$ cat src/rtl/pno_pkg.sv
package pno_pkg;
  typedef enum logic {DIR_DN = 1'b0, DIR_UP = 1'b1} dir_e;
endpackage

$ cat src/rtl/pno_tracker.sv
module pno_tracker import pno_pkg::*; #(
  parameter int DW        = 12,
  parameter int STEP      = 8,
  parameter int VREF_INIT = 1500,
  parameter int VREF_MIN  = 1000,
  parameter int VREF_MAX  = 2000
) (
  input  logic          clk_i,
  input  logic          rst_ni,
  input  logic          tick_i,
  input  logic [DW-1:0] v_i,
  input  logic [DW-1:0] i_i,
  output logic [DW-1:0] vref_o
);
  localparam int PW = 2 * DW;
  localparam int SW = DW + 2;
  localparam logic signed [SW-1:0] STEP_S = SW'(STEP);
  localparam logic signed [SW-1:0] LO_S   = SW'(VREF_MIN);
  localparam logic signed [SW-1:0] HI_S   = SW'(VREF_MAX);
  localparam logic [DW-1:0] LO_V   = DW'(VREF_MIN);
  localparam logic [DW-1:0] HI_V   = DW'(VREF_MAX);
  localparam logic [DW-1:0] INIT_V = DW'(VREF_INIT);
  localparam logic [DW-1:0] STEP_V = DW'(STEP);

  logic [PW-1:0]        pwr, pwr_q;
  dir_e                 dir_q, dir_n;
  logic [DW-1:0]        vref_q, vref_n;
  logic signed [SW-1:0] cand;

  assign pwr = PW'(v_i) * PW'(i_i);

  always_comb begin
    // keep heading only on a strict power gain
    dir_n = (pwr > pwr_q) ? dir_q : ((dir_q == DIR_UP) ? DIR_DN : DIR_UP);
    cand  = $signed({2'b00, vref_q}) + ((dir_n == DIR_UP) ? STEP_S : -STEP_S);
    if (cand > HI_S)      vref_n = HI_V;
    else if (cand < LO_S) vref_n = LO_V;
    else                  vref_n = cand[DW-1:0];
  end

  always_ff @(posedge clk_i or negedge rst_ni) begin
    if (!rst_ni) begin
      vref_q <= INIT_V;
      dir_q  <= DIR_UP;
      pwr_q  <= '0;
    end else if (tick_i) begin
      vref_q <= vref_n;
      dir_q  <= dir_n;
      pwr_q  <= pwr;
    end
  end

  assign vref_o = vref_q;

  AST_VREF_RANGE: assert property (@(posedge clk_i) disable iff (!rst_ni)
    vref_q >= LO_V && vref_q <= HI_V);
  AST_VREF_STEP: assert property (@(posedge clk_i) disable iff (!rst_ni)
    tick_i |=> (vref_q - $past(vref_q) == STEP_V) || ($past(vref_q) - vref_q == STEP_V)
               || vref_q == HI_V || vref_q == LO_V);
  AST_VREF_IDLE: assert property (@(posedge clk_i) disable iff (!rst_ni)
    !tick_i |=> $stable(vref_q));
endmodule

$ cat src/rtl/pno_pi.sv
module pno_pi #(
  parameter int EW      = 13,
  parameter int OW      = 12,
  parameter int KP_SH   = 1,
  parameter int KI_SH   = 3,
  parameter int OUT_MAX = 4095
) (
  input  logic                 clk_i,
  input  logic                 rst_ni,
  input  logic                 en_i,
  input  logic signed [EW-1:0] err_i,
  output logic [OW-1:0]        out_o
);
  localparam int AW = ((EW > OW + 1) ? EW : OW + 1) + 2;
  localparam logic signed [AW-1:0] HI = AW'(OUT_MAX);

  logic signed [AW-1:0] e_x, i_sum, i_sat, o_sum, o_sat, integ_q;
  logic [OW-1:0]        out_q;

  assign e_x = AW'(err_i);

  always_comb begin
    i_sum = integ_q + (e_x >>> KI_SH);
    if (i_sum[AW-1])    i_sat = '0;
    else if (i_sum > HI) i_sat = HI;
    else                 i_sat = i_sum;
    o_sum = i_sat + (e_x >>> KP_SH);
    if (o_sum[AW-1])    o_sat = '0;
    else if (o_sum > HI) o_sat = HI;
    else                 o_sat = o_sum;
  end

  always_ff @(posedge clk_i or negedge rst_ni) begin
    if (!rst_ni) begin
      integ_q <= '0;
      out_q   <= '0;
    end else if (en_i) begin
      integ_q <= i_sat;
      out_q   <= o_sat[OW-1:0];
    end
  end

  assign out_o = out_q;

  AST_INTEG_BOUND: assert property (@(posedge clk_i) disable iff (!rst_ni)
    !integ_q[AW-1] && integ_q <= HI);
endmodule

$ cat src/rtl/pno_pwm.sv
module pno_pwm #(
  parameter int PERIOD   = 500,
  parameter int CW       = 9,
  parameter int DUTY_MAX = 350
) (
  input  logic          clk_i,
  input  logic          rst_ni,
  input  logic [CW-1:0] duty_i,
  output logic [CW-1:0] cmp_o,
  output logic          pwm_o
);
  localparam int NW = (PERIOD > 1) ? $clog2(PERIOD) : 1;
  localparam logic [NW-1:0] LAST = NW'(PERIOD - 1);
  localparam logic [CW-1:0] DMAX = CW'(DUTY_MAX);

  logic [NW-1:0] cnt_q, cnt_n;
  logic [CW-1:0] cmp_q, cmp_n;
  logic          pwm_q, wrap;

  assign wrap = (cnt_q == LAST);

  always_comb begin
    cnt_n = wrap ? '0 : cnt_q + 1'b1;
    cmp_n = wrap ? duty_i : cmp_q;  // shadow load at period end only
  end

  always_ff @(posedge clk_i or negedge rst_ni) begin
    if (!rst_ni) begin
      cnt_q <= '0;
      cmp_q <= '0;
      pwm_q <= 1'b0;
    end else begin
      cnt_q <= cnt_n;
      cmp_q <= cmp_n;
      pwm_q <= (CW'(cnt_n) < cmp_n);
    end
  end

  assign cmp_o = cmp_q;
  assign pwm_o = pwm_q;

  AST_DUTY_CAP: assert property (@(posedge clk_i) disable iff (!rst_ni)
    cmp_q <= DMAX);
  AST_CMP_AT_WRAP: assert property (@(posedge clk_i) disable iff (!rst_ni)
    !wrap |=> $stable(cmp_q));
  AST_LOW_AT_END: assert property (@(posedge clk_i) disable iff (!rst_ni)
    wrap |-> !pwm_o);
endmodule

$ cat src/rtl/pno_duty_ctrl.sv
module pno_duty_ctrl #(
  parameter int DW         = 12,
  parameter int PWM_PERIOD = 500,
  parameter int OUTER_DIV  = 4,
  parameter int STEP       = 8,
  parameter int VREF_INIT  = 1500,
  parameter int VREF_MIN   = 1000,
  parameter int VREF_MAX   = 2000,
  parameter int IDEM_MAX   = 4095,
  parameter int OKP_SH     = 1,
  parameter int OKI_SH     = 3,
  parameter int IKP_SH     = 2,
  parameter int IKI_SH     = 4,
  localparam int DUTY_MAX  = PWM_PERIOD * 7 / 10,
  localparam int CW        = $clog2(PWM_PERIOD + 1),
  localparam int IW        = $clog2(IDEM_MAX + 1)
) (
  input  logic          clk_i,
  input  logic          rst_ni,
  input  logic          sample_i,
  input  logic [DW-1:0] v_pix_i,
  input  logic [DW-1:0] i_pix_i,
  input  logic [DW-1:0] i_conv_i,
  output logic [DW-1:0] vref_o,
  output logic [IW-1:0] idem_o,
  output logic [CW-1:0] duty_o,
  output logic          pwm_o
);
  localparam int DIVW = (OUTER_DIV > 1) ? $clog2(OUTER_DIV) : 1;
  localparam logic [DIVW-1:0] DIV_LAST = DIVW'(OUTER_DIV - 1);
  localparam int OEW = DW + 1;
  localparam int IEW = ((IW > DW) ? IW : DW) + 1;

  logic [DIVW-1:0]       div_q;
  logic                  outer_tick;
  logic [DW-1:0]         vref;
  logic [IW-1:0]         idem;
  logic [CW-1:0]         duty_cmd;
  logic signed [OEW-1:0] o_err;
  logic signed [IEW-1:0] i_err;

  assign outer_tick = sample_i && (div_q == DIV_LAST);

  always_ff @(posedge clk_i or negedge rst_ni) begin
    if (!rst_ni)         div_q <= '0;
    else if (outer_tick) div_q <= '0;
    else if (sample_i)   div_q <= div_q + 1'b1;
  end

  pno_tracker #(
    .DW(DW), .STEP(STEP), .VREF_INIT(VREF_INIT),
    .VREF_MIN(VREF_MIN), .VREF_MAX(VREF_MAX)
  ) u_trk (
    .clk_i(clk_i), .rst_ni(rst_ni), .tick_i(outer_tick),
    .v_i(v_pix_i), .i_i(i_pix_i), .vref_o(vref)
  );

  // pixel above reference -> draw more current
  assign o_err = $signed({1'b0, v_pix_i}) - $signed({1'b0, vref});

  pno_pi #(
    .EW(OEW), .OW(IW), .KP_SH(OKP_SH), .KI_SH(OKI_SH), .OUT_MAX(IDEM_MAX)
  ) u_outer (
    .clk_i(clk_i), .rst_ni(rst_ni), .en_i(outer_tick),
    .err_i(o_err), .out_o(idem)
  );

  assign i_err = $signed(IEW'(idem)) - $signed(IEW'(i_conv_i));

  pno_pi #(
    .EW(IEW), .OW(CW), .KP_SH(IKP_SH), .KI_SH(IKI_SH), .OUT_MAX(DUTY_MAX)
  ) u_inner (
    .clk_i(clk_i), .rst_ni(rst_ni), .en_i(sample_i),
    .err_i(i_err), .out_o(duty_cmd)
  );

  pno_pwm #(
    .PERIOD(PWM_PERIOD), .CW(CW), .DUTY_MAX(DUTY_MAX)
  ) u_pwm (
    .clk_i(clk_i), .rst_ni(rst_ni), .duty_i(duty_cmd),
    .cmp_o(duty_o), .pwm_o(pwm_o)
  );

  assign vref_o = vref;
  assign idem_o = idem;

  AST_OUTER_RATE: assert property (@(posedge clk_i) disable iff (!rst_ni)
    (sample_i && !outer_tick) |=> $stable(idem));
  AST_NO_STROBE_HOLD: assert property (@(posedge clk_i) disable iff (!rst_ni)
    !sample_i |=> $stable(idem) && $stable(vref));
endmodule

$ cat config.mk
export PLATFORM = sky130hd
export DESIGN_NAME = pno_duty_ctrl
export DESIGN_NICKNAME = d
export VERILOG_FILES = /design/src/rtl/pno_pkg.sv /design/src/rtl/pno_tracker.sv /design/src/rtl/pno_pi.sv /design/src/rtl/pno_pwm.sv /design/src/rtl/pno_duty_ctrl.sv
export SDC_FILE = /design/constraint.sdc
export NUM_CORES = 1
export LEC_CHECK = 0
export ABC_AREA = 1
export BUFFER_PORTS_ARGS = -buffer_cell sky130_fd_sc_hd__buf_2
export CAP_MARGIN = 25
export CORE_ASPECT_RATIO = 2
export CORE_UTILIZATION = 56
export CTS_CLUSTER_DIAMETER = 150
export DETAILED_ROUTE_END_ITERATION = 16
export PLACE_DENSITY = 0.74
export SYNTH_ARGS = -nofsm -noshare
export SYNTH_HDL_FRONTEND = slang
export SYNTH_HIERARCHICAL = 1
export SYNTH_SLANG_ARGS = --single-unit
$ cat constraint.sdc
create_clock -name clk_i -period 9.33 [get_ports clk_i]
set_input_delay 1.866 -clock clk_i [delete_from_list [all_inputs] [get_ports clk_i]]
set_output_delay 1.866 -clock clk_i [all_outputs]
set_load 0.01 [all_outputs]
== Word level (Yosys, flattened, before mapping) ==
Index checks and enable logic that the tools add are counted.
Storage, ports and cells
  ROM bits: 0
  bits in registers: 109
  memories: 0
  memory bits (writable): 0
  bits of input ports: 39
  latch bits: 0
Operators by class
  multiplexer cells: 17
  multiply operators: 1
  reductions and logical operators: 2
  add/subtract/negate cells: 9
  bitwise logic cells: 0
  $lt $le $gt $ge: 8
  shift-type cells: 0
  equality and inequality tests: 2
  divide/modulo/power cells: 0
Operators by type and width (count)
  14-bit 2-to-1 mux: 5
  12-bit 2-to-1 mux: 4
  9-bit 2-to-1 mux: 4
  15-bit by 10-bit greater-than comparator with 1-bit output (second input constant): 2
  15-bit by 13-bit greater-than comparator with 1-bit output (second input constant): 2
  12-bit by 12-bit subtractor with 13-bit output: 2
  24-bit greater-than comparator: 1
  12-bit by 12-bit multiplier with 24-bit output: 1
  15-bit by 10-bit adder with 15-bit output: 1
  15-bit by 11-bit adder with 15-bit output: 1
  15-bit by 12-bit adder with 15-bit output: 1
  15-bit by 9-bit adder with 15-bit output: 1
  13-bit by 14-bit adder with 14-bit output: 1
  14-bit by 12-bit greater-than comparator with 1-bit output (second input constant): 1
  14-bit by 11-bit < comparator with 1-bit output (second input constant): 1
  9-bit by 1-bit adder with 9-bit output (second input constant): 1
  9-bit equality test (second input constant): 1
  9-bit < comparator: 1
  2-bit 2-to-1 mux: 2
  2-bit by 1-bit adder with 2-bit output (second input constant): 1
  2-bit equality test (second input constant): 1
  1-bit 2-to-1 mux: 2
  2-bit nonzero test: 1
  1-bit logical AND: 1

== Longest topological paths before layout ==
Gate-level depths: netlist (run 1).
  depth after elaboration: 9
  gate-level depth with buffers: 55

== Cells and area by module ==
The synthesis (run 1) kept the hierarchy.
By module, submodules not included
  pno_tracker: instances 1, area an instance 7349.5 µm², seq. area each 885.8 µm², cells an instance 989
  pno_pi at u_inner: instances 1, area an instance 2548.7 µm², seq. area each 575.6 µm², cells an instance 410
  pno_pi at u_outer: instances 1, area an instance 2461.1 µm², seq. area each 650.6 µm², cells an instance 347
  pno_duty_ctrl: instances 1, area an instance 1575.3 µm², seq. area each 50.0 µm², cells an instance 298
  pno_pwm: instances 1, area an instance 1057.3 µm², seq. area each 475.5 µm², cells an instance 119

== Worst setup path after synthesis (run 1) ==
No wires, ideal clock.
  path type: input port to flip-flop
  start point: input port i_pix_i[5]
  end point: register u_trk.vref_q[9], in the netlist u_trk/vref_o[9]
  slack: 167 ps
  stages: 54
  required time: 9205 ps
  buffers on the path: 1
  data arrival time: 9037 ps
  path through: clkbuf_1 nand2_1 fa_1 inv_1 fa_1 inv_1 fa_1 inv_1 fa_1 inv_1 fa_1 inv_1 ha_1 nand2_1 nor3_1 nand2_1 o211ai_1 nand2_1 (+18 left out) nand3_2 nand2_1 inv_1 ha_1 inv_1 nand2_1 nand2_1 nor2_1 nand2_1 nand2_1 nand2_1 nand2_1 nor2_2 nand3_2 nand2_1 nand4_2 nand2_2 nand3_1
On the way
  word-level cells in the longest chain between the ends: 8
  elaborated cells between the ends (all ways): 9
  those cells by class: 1 x add/sub; 1 x mul; 3 x order compare; 4 x mux
Ends and longest elaborated chain
  start: declaration: RTL line pno_duty_ctrl.sv:22  | input logic [DW-1:0] i_pix_i,
  12-bit by 12-bit multiplier with 24-bit output *: RTL line pno_tracker.sv:30  | assign pwr = PW'(v_i) * PW'(i_i);
  net u_trk.pwr[22]: RTL line pno_tracker.sv:25  | logic [PW-1:0] pwr, pwr_q;
  24-bit greater-than comparator *: RTL line pno_tracker.sv:34  | dir_n = (pwr > pwr_q) ? dir_q : ((dir_q == DIR_UP) ? DIR_DN : DIR_UP);
  1-bit 2-to-1 mux *: RTL line pno_tracker.sv:34
  14-bit 2-to-1 mux *: RTL line pno_tracker.sv:35  | cand = $signed({2'b00, vref_q}) + ((dir_n == DIR_UP) ? STEP_S : -STEP_S);
  13-bit by 14-bit adder with 14-bit output *: RTL line pno_tracker.sv:35
  14-bit by 11-bit < comparator with 1-bit output: RTL line pno_tracker.sv:37  | else if (cand < LO_S) vref_n = LO_V;
  12-bit 2-to-1 mux: RTL line pno_tracker.sv:37
  12-bit 2-to-1 mux *: RTL line pno_tracker.sv:36  | if (cand > HI_S) vref_n = HI_V;
  end signal: assignment: RTL line pno_tracker.sv:47  | vref_q <= vref_n;
  end: declaration: RTL line pno_tracker.sv:27  | logic [DW-1:0] vref_q, vref_n;
The timed path passes the listed nets; every way through them passes the cells marked *.
A chain may end at the register's enable or synchronous reset.

== Final worst setup path (run 1) ==
  start point: input port v_pix_i[7]
  end point: register u_trk.vref_q[9], in the netlist u_trk/vref_o[9]
On the way
  word-level cells in the longest chain between the ends: 8
  elaborated cells between the ends (all ways): 9
  those cells by class: 1 x add/sub; 1 x mul; 3 x order compare; 4 x mux
Ends and longest elaborated chain
  start: declaration: RTL line pno_duty_ctrl.sv:21  | input logic [DW-1:0] v_pix_i,
  12-bit by 12-bit multiplier with 24-bit output *: RTL line pno_tracker.sv:30
  net u_trk.pwr[23]: RTL line pno_tracker.sv:25
  24-bit greater-than comparator *: RTL line pno_tracker.sv:34
  1-bit 2-to-1 mux *: RTL line pno_tracker.sv:34
  14-bit 2-to-1 mux *: RTL line pno_tracker.sv:35
  13-bit by 14-bit adder with 14-bit output *: RTL line pno_tracker.sv:35
  14-bit by 11-bit < comparator with 1-bit output: RTL line pno_tracker.sv:37
  12-bit 2-to-1 mux: RTL line pno_tracker.sv:37
  12-bit 2-to-1 mux *: RTL line pno_tracker.sv:36
Marks and branches as above.

==> impl_metrics.toml, run 1 <==
[setup_path]
cpMostUsedCell = "nand2_1"
arrival_ns = 9.32
slowest_stage = "fa_2"
crit_path_max_incr_delay_ns = 0.59
cp-end-kind = "register"
worstSetupPathType = "in2reg"
cp.required_ns = 9.58
start_kind = "input pin"
path_max_fanout = 6

[timing]
period_minus_slack_ns = 9.07
final_hold_viol_count = 0
setup_slack_ns = 0.260
maxSlewViolCount = 0
fin_skew_ns = 0.0129
setup-violations-final = 0
fin_crit_sh_pct = 97.2
worst_pin_slew_ns = 0.930
fmax_ghz = 0.110
relSlewSlack_pct = 38.0
setup_tns_ns = 0

[grt]
use_met3_pct = 3.42
grt_max_degree = 71
grt_pass1_wl_mm = 63.6
grt_use_met2_pct = 58.3
grt_pass1_vias = 14100
top_usage_layer = "met2"
grt_util_met1_pct = 26.5
grt.total_usage_pct = 29.2
antenna_found_initial = 0
overflow = 0

[clock_network]
clock-root-buffer = "clkbuf_16"
cts-hold-fix-buffers = 0
cts_htree_levels = 3
clock_latency_ns = 0.37
path_clk_slew_ns = 0.07
cts.path.max_buffers = 2
cts_tree = "built"
cts_buffers = 9
cts_sinks = 105

[detailed_routing]
post-route-drc-count = 0
drt_iter0_markers = 537
ant_nets = 0
dr.pass1.iters = 6
postRouteWirelength_mm = 39.4
drt-vias-per-instance = 5.24
post_drt_wl_per_cell_um = 15.0
num_vias = 13800

[floorplanning]
core_um2 = 26300
dieHeight_um = 233
dieArea_um2 = 27400
pin_count = 73
start_util_pct = 57.0
row_count = 84
die_w_um = 118

[finish]
final_cell_area_um2 = 16900
num_antenna_cells = 0
finish.utilization_pct = 64.2
fillers = 2429
drive_gt1_share_pct = 15.3
final_common_cell = "nand2_1"
fin_nets = 2600
syn_to_final_growth_pct = 12.6
mostFrequentLayoutCells = "nand2_1, inv_1, ha_1"

[placed_design]
hpwl_mm = 32.6
portBuffers = 70
pre_cts_slack_ns = -0.221
gp_congestion = 0.946
placed_cell_area_um2 = 16200

[hold_path]
hold_class = "reg2reg"

[synthesis]
synthesis.area_um2 = 15000
netlist_instances = 2160
syn_avg_cell_area_um2 = 6.94
yosysWarnings = 6

[run_status]
outcome = "finished clean"

[run]
maxCapViolCount = 0
## flip-flops by register name (all words and copies together) (netlist names)
signal,flops
u_trk/pwr_q,24
u_trk/dir_q,1
u_inner/out_o,9
div_q,2
u_trk/vref_o,10
u_pwm/cnt_q,9
u_inner/integ_q,14
u_outer/integ_q,14
u_pwm/cmp_o,9
u_outer/out_o,12
u_pwm/pwm_o,1
## final timing paths
kind                                  from                   to  slack, ns  cells after the start
setup reg to reg           u_trk/vref_o[5]    u_outer/out_o[10]       3.46                     32
hold reg to reg            u_trk/pwr_q[10]      u_trk/pwr_q[10]       0.49                      2
max in group asynchronous           rst_ni  u_outer/integ_q[13]       6.60                      2
setup / recovery                v_pix_i[7]      u_trk/vref_o[9]       0.26                     51
hold / removal             u_trk/pwr_q[10]      u_trk/pwr_q[10]       0.49                      2
min in group asynchronous           rst_ni       u_pwm/cmp_o[1]       1.43                      1
## metal layers
layer	part of all wire [%]	wire length [um]
met4	7.2	2840
met3	2.6	1030
met1	35	13700
met2	55	21900
met5	0	0
## area by class of cell
type | instances | area [um^2] | share of cell area (%)
multi-input combinational | 1547 | 10700 | 63.4
timing repair buffer | 157 | 1060 | 6.26
clock inverter | 7 | 77.6 | 0.460
tap | 344 | 430 | 2.55
inverter | 464 | 1740 | 10.3
sequential | 105 | 2640 | 15.6
clock buffer | 9 | 225 | 1.33
## stage by stage
stage | instances | hold WS [ns]
after detailed placement | 2614 | 0.474
after global placement | 2614 | 0.455
final | 2633 | 0.489
after floorplan | 2162 | 0.443
after CTS | 2630 | 0.491
after global routing | 2633 | 0.515
## critical path, delay by kind of cell
family	cells	cell delay [ns]
AOI/OAI and AO/OA	7	0.92
xor gates and xnor gates	1	0.21
adders and majority gates	8	3.24
buffers and inverters	10	0.97
and+or+nand+nor	25	2.10
## what timing repair did
item                                    4_1_cts  5_1_grt
endpoints found under the setup margin        0        9
setup buffers                                 0        3
gates resized for setup                       0       86
Power of run 1 is left out: the tool's default activity adds up to more than one toggle a clock period on the data nets, which glitch-free logic cannot reach.
==> inputs of run 2 (changes only) <==
- BUFFER_PORTS_ARGS: -buffer_cell sky130_fd_sc_hd__buf_2 -> not set
- DONT_BUFFER_PORTS: not set -> 1
- PLACE_DENSITY: 0.74 -> 0.71
==> impl_metrics.toml, run 2 (synthesized netlist as in run 1, its figures left out) <==
[run_status]
outcome = "finished clean"

[grt]
antenna_found_initial = 0
grt_pass1_vias = 13600
grt_pass1_wl_mm = 63.2
grt_max_degree = 106
grt_util_met1_pct = 27.4
grt.total_usage_pct = 28.9
overflow = 0
grt_use_met2_pct = 57.2
use_met3_pct = 3.78
top_usage_layer = "met2"

[detailed_routing]
dr.pass1.iters = 5
postRouteWirelength_mm = 38.4
post-route-drc-count = 0
drt_iter0_markers = 518
num_vias = 13200
post_drt_wl_per_cell_um = 15.4
ant_nets = 0
drt-vias-per-instance = 5.28

[setup_path]
reg2reg_to = "u_outer/out_o[8]"
cp-end-kind = "register"
cp_num_buf_inv = 7
cpMostUsedCell = "nand2_1"
worstSetupPathType = "in2reg"
reg2reg_from = "u_trk/vref_o[5]"
crit_path_end = "u_trk/vref_o[9]"
slowest_stage = "fa_1"
r2r_cells = 32
path_max_fanout = 13
start_kind = "input pin"
ff2ff_setup_slack_ns = 3.09
worstSetupStartpoint = "v_pix_i[5]"
crit_path_max_incr_delay_ns = 0.54
path_depth = 53
arrival_ns = 9.06
path_delay_family = "adder cells"
cp.required_ns = 9.59

[finish]
drive_gt1_share_pct = 8.02
syn_to_final_growth_pct = 5.10
fin_nets = 2467
fillers = 2538
num_antenna_cells = 0
mostFrequentLayoutCells = "nand2_1, inv_1, ha_1"
seq_area_um2 = 2640
reg_top3 = "u_trk/pwr_q (24), u_inner/integ_q (14), u_outer/integ_q (14)"
largest_register_ffs = 24
regMostFlops = "u_trk/pwr_q"
multi_input_area_um2 = 10500
final_common_cell = "nand2_1"

[clock_network]
path_clk_slew_ns = 0.08
cts-hold-fix-buffers = 0
cts_buffers = 9
cts_htree_levels = 3
cts_tree = "built"
clock_latency_ns = 0.38
clock-root-buffer = "clkbuf_16"
cts_sinks = 105
cts.path.max_buffers = 2

[timing]
relSlewSlack_pct = 41.5
fin_skew_ns = 0.0125
worst_pin_slew_ns = 0.875
setup_tns_ns = 0
setup-violations-final = 0
final_hold_viol_count = 0
period_minus_slack_ns = 8.80
fin_crit_sh_pct = 94.3
fmax_ghz = 0.114
maxSlewViolCount = 0

[hold_path]
hold_class = "reg2reg"

[floorplanning]
die_w_um = 118
pin_count = 73
row_count = 84
dieArea_um2 = 27400
start_util_pct = 57.0
core_um2 = 26300
dieHeight_um = 233

[placed_design]
gp_congestion = 0.915
hpwl_mm = 31.7
portBuffers = 0

[run]
maxCapViolCount = 0
run 2: changes by cell type in the layout (fill, tap and decap cells not counted), sizes merged:
cell,delta
clkbuf,-4
buf,-129
clkinv,-1
inv,+1
run 2: what timing repair did:
item,4_1_cts,5_1_grt
buffers inserted,0,1
setup endpoints to repair,0,9
gates resized for setup,0,18
run 2: final cells by class:
cell class | count | area share (%)
well taps | 344 | 2.73
flip-flops and latches | 105 | 16.8
clock inverters | 7 | 0.493
clock buffers | 9 | 1.43
repair buffers | 24 | 1.14
multi-input cells | 1547 | 66.4
inverters | 464 | 11.1
run 2: worst min path at each step:
| stage | startpoint | slack (ns) | depth (start not counted) | endpoint |
|---|---|---|---|---|
| after floorplan | div_q[0] | 0.44 | 1 | div_q[0] |
| after global placement | div_q[0] | 0.45 | 1 | div_q[0] |
| after detailed placement | div_q[0] | 0.47 | 1 | div_q[0] |
| after CTS | div_q[0] | 0.48 | 1 | div_q[0] |
| after global routing | div_q[0] | 0.51 | 1 | div_q[0] |
| final | div_q[0] | 0.48 | 1 | div_q[0] |
run 2: per-layer routing:
layer | routed length (um) | up-vias
met5 | 0 | -
met4 | 2400 | 0
met3 | 1190 | 122
met2 | 20900 | 278
met1 | 13800 | 6229
li1 | - | 6576
run 2: stage by stage:
stage,worst slack (ns),utilization [%],cells,hold WS (ns),cell area (um^2)
final,0.534,59.9,2500,0.482,15700
after global routing,-0.0499,59.9,2500,0.506,15700
after CTS,0.270,59.7,2499,0.482,15700
after detailed placement,-0.122,58.5,2483,0.468,15400
after global placement,0.0374,58.5,2483,0.453,15400
after floorplan,0.167,-,2162,0.443,15000
Power of run 2 is left out for the same reason.
